**src/rtl/xq_pkg.sv**
```systemverilog
package xq_pkg;
   typedef enum logic {
      XQ_BAD  = 1'b0,
      XQ_GOOD = 1'b1
   } xq_class_e;
endpackage

```
**src/rtl/xq_classify.sv**
```systemverilog
module xq_classify #(
   parameter int PH_W = 7
) (
   input  logic [PH_W-1:0] err,
   input  logic [PH_W-1:0] win,
   output xq_pkg::xq_class_e cls
);
   logic [PH_W-1:0] mag;

   // magnitude of a two's-complement error; the most negative code maps to 2^(PH_W-1)
   always_comb begin
      mag = err[PH_W-1] ? (~err + 1'b1) : err;
      cls = (mag <= win) ? xq_pkg::XQ_GOOD : xq_pkg::XQ_BAD;
   end
endmodule

```
**src/rtl/xq_run.sv**
```systemverilog
module xq_run #(
   parameter int RUN_LEN = 4
) (
   input  logic              clk,
   input  logic              rst_n,
   input  logic              vld,
   input  xq_pkg::xq_class_e cls,
   input  logic              psave,
   output logic              q
);
   localparam int RUN_W = $clog2(RUN_LEN + 1);
   localparam logic [RUN_W-1:0] RUN_TOP = RUN_W'(RUN_LEN);

   logic [RUN_W-1:0] run_q;

   always_ff @(posedge clk or negedge rst_n) begin
      if (!rst_n)
         run_q <= '0;
      else if (psave)
         run_q <= '0;
      else if (vld) begin
         if (cls == xq_pkg::XQ_BAD)
            run_q <= '0;
         else if (run_q != RUN_TOP)
            run_q <= run_q + 1'b1;
      end
   end

   assign q = (run_q == RUN_TOP) && !psave;

   AST_RISE_NEEDS_GOOD: assert property (@(posedge clk) disable iff (!rst_n)
      $rose(q) |-> ($past(vld) && $past(cls) == xq_pkg::XQ_GOOD) || $past(psave));
   AST_BAD_DROPS: assert property (@(posedge clk) disable iff (!rst_n)
      (vld && cls == xq_pkg::XQ_BAD) |=> !q);
   AST_IDLE_HOLDS: assert property (@(posedge clk) disable iff (!rst_n)
      (!vld && !psave) |=> (q == $past(q)) || psave);
   AST_PSAVE_CLEARS: assert property (@(posedge clk) disable iff (!rst_n)
      $fell(psave) |-> !q);
endmodule

```
**src/rtl/xq_avg.sv**
```systemverilog
module xq_avg #(
   parameter int WIN_W = 9,
   parameter int CNT_W = 8
) (
   input  logic             clk,
   input  logic             rst_n,
   input  logic             tick,
   input  logic             level,
   input  logic [WIN_W-1:0] win_bits,
   output logic [CNT_W-1:0] hi_count,
   output logic             hi_valid
);
   localparam logic [CNT_W-1:0] CNT_MAX = {CNT_W{1'b1}};

   logic [WIN_W-1:0] wc_q;
   logic [CNT_W-1:0] acc_q;
   logic [CNT_W-1:0] acc_nx;
   logic             last;

   assign last = ({1'b0, wc_q} + 1'b1) >= {1'b0, win_bits};

   generate
      if (CNT_W > WIN_W) begin : g_plain
         // the counter cannot reach its top inside one window
         assign acc_nx = acc_q + CNT_W'(level);
      end else begin : g_sat
         assign acc_nx = (level && acc_q != CNT_MAX) ? acc_q + 1'b1 : acc_q;
      end
   endgenerate

   always_ff @(posedge clk or negedge rst_n) begin
      if (!rst_n) begin
         wc_q     <= '0;
         acc_q    <= '0;
         hi_count <= '0;
         hi_valid <= 1'b0;
      end else begin
         hi_valid <= 1'b0;
         if (tick) begin
            if (last) begin
               hi_count <= acc_nx;
               hi_valid <= 1'b1;
               acc_q    <= '0;
               wc_q     <= '0;
            end else begin
               acc_q <= acc_nx;
               wc_q  <= wc_q + 1'b1;
            end
         end
      end
   end

   AST_VALID_AFTER_TICK: assert property (@(posedge clk) disable iff (!rst_n)
      hi_valid |-> $past(tick));
   AST_VALID_SINGLE: assert property (@(posedge clk) disable iff (!rst_n)
      (hi_valid && win_bits > 1) |=> !hi_valid);
   AST_NO_OVERFLOW: assert property (@(posedge clk) disable iff (!rst_n)
      (acc_q == CNT_MAX) |=> (acc_q == CNT_MAX) || (acc_q == '0));
endmodule

```
**src/rtl/xq_quality_mon.sv**
```systemverilog
module xq_quality_mon #(
   parameter int PH_W    = 7,
   parameter int WIN_W   = 9,
   parameter int CNT_W   = 8,
   parameter int RUN_LEN = 4
) (
   input  logic             clk,
   input  logic             rst_n,
   input  logic             xing_vld,
   input  logic [PH_W-1:0]  xing_err,
   input  logic [PH_W-1:0]  good_win,
   input  logic             bit_tick,
   input  logic             rx_psave,
   input  logic [WIN_W-1:0] win_bits,
   output logic             q_out,
   output logic [CNT_W-1:0] hi_count,
   output logic             hi_valid
);
   generate
      if (PH_W < 2) begin : g_bad_ph
         $error("PH_W must be at least 2");
      end
      if (RUN_LEN < 1) begin : g_bad_run
         $error("RUN_LEN must be at least 1");
      end
      if (WIN_W < 1 || CNT_W < 1) begin : g_bad_cnt
         $error("WIN_W and CNT_W must be positive");
      end
   endgenerate

   xq_pkg::xq_class_e cls;

   xq_classify #(.PH_W(PH_W)) u_cls (
      .err (xing_err),
      .win (good_win),
      .cls (cls)
   );

   xq_run #(.RUN_LEN(RUN_LEN)) u_run (
      .clk   (clk),
      .rst_n (rst_n),
      .vld   (xing_vld),
      .cls   (cls),
      .psave (rx_psave),
      .q     (q_out)
   );

   xq_avg #(.WIN_W(WIN_W), .CNT_W(CNT_W)) u_avg (
      .clk      (clk),
      .rst_n    (rst_n),
      .tick     (bit_tick),
      .level    (q_out),
      .win_bits (win_bits),
      .hi_count (hi_count),
      .hi_valid (hi_valid)
   );

   AST_PSAVE_LOW_NEXT: assert property (@(posedge clk) disable iff (!rst_n)
      (rx_psave && $past(rx_psave)) |-> !q_out && !$past(q_out));
endmodule

```
**config.mk**
```make
export PLATFORM = sky130hd
export DESIGN_NAME = xq_quality_mon
export DESIGN_NICKNAME = d
export VERILOG_FILES = /design/src/rtl/xq_pkg.sv /design/src/rtl/xq_classify.sv /design/src/rtl/xq_run.sv /design/src/rtl/xq_avg.sv /design/src/rtl/xq_quality_mon.sv
export SDC_FILE = /design/constraint.sdc
export NUM_CORES = 1
export LEC_CHECK = 0
export ABC_AREA = 0
export ABC_CLOCK_PERIOD_IN_PS = 3450
export BUFFER_PORTS_ARGS = -buffer_cell sky130_fd_sc_hd__clkbuf_2
export CORE_MARGIN = 2
export CORE_UTILIZATION = 45
export DETAILED_ROUTE_END_ITERATION = 10
export PLACE_DENSITY = 0.69
export SETUP_SLACK_MARGIN = 0.1
export SLEW_MARGIN = 20
export SYNTH_ARGS = -nofsm -noshare
export SYNTH_HDL_FRONTEND = slang
export SYNTH_SLANG_ARGS = --single-unit
```
**constraint.sdc**
```tcl
create_clock -name clk -period 3.45 [get_ports clk]
set_input_delay 0.1725 -clock clk [delete_from_list [all_inputs] [get_ports clk]]
set_output_delay 0.1725 -clock clk [all_outputs]
set_load 0.02 [all_outputs]
```
* After elaboration in Yosys (flattened, before gate mapping) *
Cells that the tools add are included.

storage, ports and cells
  register bits after elaboration = 29
  latch bits = 0
  RAM bits = 0
  ROM bits = 0
  bits of input ports = 28
  memories kept = 0

cells by class
  $add $sub $neg = 5
  multipliers = 0
  divide/modulo/power cells = 0
  magnitude comparators = 2
  equality and inequality tests = 4
  shift operators = 0
  muxes and demuxes = 11
  bitwise gates (word level) = 1
  reduce and logical (&&, ||, !) cells = 6

operators with widths
  operator                count
  $mux W8                 2
  $mux W3                 4
  $add A9 B1 Y10 const B  1
  $ge A10 B9 Y1           1
  $add A9 B1 Y9 const B   1
  $mux W9                 1
  $add A8 B1 Y8 const B   1
  $ne A8 B8 Y1 const B    1
  $add A7 B1 Y7 const B   1
  $le A7 B7 Y1            1
  $mux W7                 1
  $not A7 Y7              1
  $ne A3 B3 Y1 const B    2
  $reduce_and A2 Y1       2
  $add A3 B1 Y3 const B   1
  $eq A3 B3 Y1 const B    1
  $mux W1                 3
  $logic_and A1 B1 Y1     2
  $reduce_bool A2 Y1      1
  $logic_not A1 Y1        1

* Depth between registers and ports, before layout *
  depth after elaboration = 8
  gate-level depth with buffers = 11
  gate-level depth less buffers = 11

* Cells and area by module *
From an unflattened synthesis, not the netlist that was laid out.

second synthesis, totals
  cells, all modules = 239
  area total of the unflattened synthesis = 2117.0 um^2

modules (own cells, without submodules)
  module       instances  cells an instance  area each (um^2)
  xq_avg       1          179                1639.1
  xq_classify  1          40                 294.0
  xq_run       1          20                 183.9

* Worst setup path after synthesis *
OpenSTA, ideal clock, no wires.

  kind = register -> register
  start point = reg u_avg.wc_q[2]
  end point = reg u_avg.hi_count[0]
  arrival time = 2.461 ns
  data required time = 3.325 ns
  slack = 0.864 ns
  cell stages (with the launch flop) = 12
  clock period less this slack = 2.586 ns
  cells stage by stage = dfrtp_1 -> nand3_1 -> nor3_4 -> nand3_1 -> xnor2_1 -> ha_1 -> a21oi_1 -> nor2b_1 -> a311oi_4 -> a21boi_2 -> buf_6 -> mux2_4

on the way
  cells in the longest elaborated chain, start to end = 3

ends and longest elaborated chain
  element                             RTL line      RTL
  start: declaration                  xq_avg.sv:15  logic [WIN_W-1:0] wc_q;
  start signal: assignment            xq_avg.sv:47  wc_q <= wc_q + 1'b1;
  $add A9 B1 Y10                      xq_avg.sv:20  assign last = ({1'b0, wc_q} + 1'b1) >= {1'b0, win_bits};
  $ge A10 B9 Y1                       xq_avg.sv:20
  $reduce_and A2 Y1 (no source line)  n/a
  end signal: assignment              xq_avg.sv:41  hi_count <= acc_nx;
  end: declaration                    xq_avg.sv:10  output logic [CNT_W-1:0] hi_count,

Every way passes these cells.
A chain may end at the register's enable or synchronous reset.

* Worst setup path in the final report *
Same ends and word-level chain as after synthesis.

==> run metrics <==
mux share of post-synthesis cell area=5.97%; die extent in y=72.6 um; Synth Area per Inst=9.08 um2; Max FO, Critical Path=9; placed inst area=about 0.0023 mm2; synthesis-stage register bit count=29; asr flop ratio synth=100%; Worst R2R Setup Slack=between 0.5 and 0.6 ns; CTS sink count=29; io pins=38; synth warn=0; clock skew=0.00718 ns; Final nets=~320; Hold Path Class=in2reg; register area=approximately 730 um2; Mapped Nets=282; Worst setup EP type=register; Simple-Gate Fraction of Synth Area=19.5%; Slew HR=53.3%; Max VDD drop=271 uV; routed vias=1739; Core Rows=24; Max-Cap Viols=0; Worst-Skew Late Latency=0.28 ns; setup_tns=0 ns; number of antenna diodes=0; Post-synth top cells=inv_1, dfrtp_1, ha_1, nand3_1, nand2_1; WP data arrival=3.10 ns; initial antenna violation count=0; most numerous cell in the Yosys netlist=inv_1; CP startpoint=u_avg.wc_q[2]; post-synthesis adder-cell area fraction=between 10% and 20%; layout cells sized above 1=21.5%; Slew Limit Fails=0; vias in the first global route=1634; RSZ-0062 raised after global routing=no; Vias/cell=5.33; Die X=72.6 um; main area contributors after synthesis=dfrtp_1, ha_1, inv_1, xnor2_1, nand3_1; Finished Cell Area=0.00248 mm2; XOR/XNOR Fraction of Synth Area=5.80%; share of the yosys chip area belonging to registers=around a third; final-report hold violation count=0; Die ar.=0.00527 mm2; Hold EP=u_run.run_q[2]; Reg2Reg Depth=10; clk root buf=clkbuf_8; first-pass GRT wire length=7380 um; dominant cell type by area after synthesis=dfrtp_1; grt total ovfl=0; P&R area growth vs syn=17.3%; routed len/inst=13.0 um; area occupied by multi-input gates=0.00123 mm2; Cell Area, Synth=0.00212 mm2; gr usage total=17.8%; fill count=417; Worst Tran Pin Value=0.700 ns; Syn Inst Count=233; Iter 0 DRT Violations=83; cts repair resizes=0; H-tree levels=2; EDFF count, synth=0; number of routed nets with antenna violations=0; status=completed; crit path kind=reg2reg; Worst R2R End=u_avg.hi_count[0]; CP Data Required Time=about 3.6 ns; largest net degree at the start of global routing=30; Synth Area in Compound Gates=14.7%; final wirelength=4230 um; CP Launch Type=register; total CTS buffers=5; Yosys cell types=42; Achievable Freq=340 MHz; reg2reg start=u_avg.wc_q[2]; post-DP HPWL=roughly 3200 um; CTS clk-pin slew, worst paths=0.07 ns; # DRC=0; worst hold start=rx_psave; P per Cell Area=~650 mW/mm2; Final Total Pwr=1610 uW; Hold Path Cell Cnt=2; Setup violations, final=0; post-route clock period utilization=85.2%; Post-synth top flop=dfrtp_1; Tmin final=2.94 ns; post-synth top area share=around a third; Core ar.=0.00444 mm2; Initial Utilization=47.6%; first-pass detailed-route iteration total=4; largest family of logic cells by synthesized area=simple AND/OR/NAND/NOR gates; Max clock buf depth=2; PortBufs=37; CTS tree=built; P_leak=0.00123 uW; Placer Congestion=0.840
-- report_power, final --
part | switching, uW | internal (uW) | total [uW]
clock | 128 | 287 | 415
combinational | 368 | 285 | 653
sequential | 105 | 442 | 547
-- cell type report --
class                   instances  area share (%)
well taps                      52            2.62
repair buffers                 38            7.86
inverters                      34            5.14
flip-flops and latches         29            29.2
clock buffers                   5            2.77
clock inverters                 3            2.62
multi-input cells             165            49.7
-- per-layer routing --
metal | share of wire (%) | track usage [%]
met1 | 49 | 24.8
met2 | 47 | 28.0
met3 | 3.8 | 3.87
met4 | 0.59 | 4.94
met5 | 0 | 0
-- worst max-delay path by stage --
stage / slack [ns] / to / depth (start not counted)
after CTS: 0.48 / u_avg.hi_count[0] / 10
after floorplan: 0.86 / u_avg.hi_count[0] / 11
after detailed placement: 0.51 / u_avg.hi_count[0] / 10
after global placement: 0.60 / u_avg.hi_count[0] / 10
after global routing: 0.21 / u_avg.hi_count[2] / 10
final: 0.51 / u_avg.hi_count[0] / 10
-- registers in the layout, summed over array words and instances, names as in the netlist --
register        flops
u_avg.acc_q         8
u_avg.hi_count      8
u_avg.hi_valid      1
u_avg.wc_q          9
u_run.run_q         3
-- kinds of logic after synthesis --
family                     Yosys count
and+or+nand+nor                     75
AOI/OAI and AO/OA                   44
buffers and inverters               39
DFF                                 29
adders and majority gates           21
xor gates and xnor gates            14
muxes                               11
-- placed cells by master, fill, tap and decap left out, types with 2 or more instances in the layout --
| cell type | count |
|---|---|
| nor4_1 | 3 |
| clkbuf_8 | 5 |
| clkbuf_2 | 37 |
| xnor2_1 | 13 |
| nor2_1 | 8 |
| nor2b_1 | 8 |
| and3_1 | 4 |
| or3_1 | 2 |
| o21ai_0 | 5 |
| nand2_1 | 15 |
| o22ai_1 | 8 |
| a21oi_1 | 13 |
| ha_1 | 21 |
| nand2b_1 | 3 |
| nand4b_1 | 2 |
| a31o_2 | 5 |
| mux2i_1 | 7 |
| mux2_4 | 3 |
| nand4_1 | 7 |
| inv_1 | 34 |
| bufinv_16 | 2 |
| nand3_1 | 16 |
| o221ai_1 | 4 |
| dfrtp_1 | 29 |
-- worst max-delay path, stage by stage, from the launching register on --
cell and delay (ns):
dfrtp_1 0.46, nand3_1 0.20, nor3_4 0.24, nand3_1 0.12, xnor2_1 0.21, ha_1 0.28, a21oi_1 0.13, nor2b_1 0.08
a311oi_4 0.45, a21boi_2 0.29, mux2_4 0.35
-- what timing repair did --
action                                 in CTS  in global routing
endpoints found under the hold margin      29                  0
buffers inserted                            0                  0
hold buffers                                1                  0
-- through the flow --
step	hold WS (ns)	setup WS, ns	util [%]	instances
floorplan	-0.123	0.864	-	233
CTS	0.176	0.482	55.9	326
detailed placement	0.264	0.513	52.6	317
global placement	0.261	0.596	52.6	317
global route	0.197	0.209	55.9	326
finish	0.180	0.510	55.9	326
Note: power is estimated with default switching activity, not from simulation.
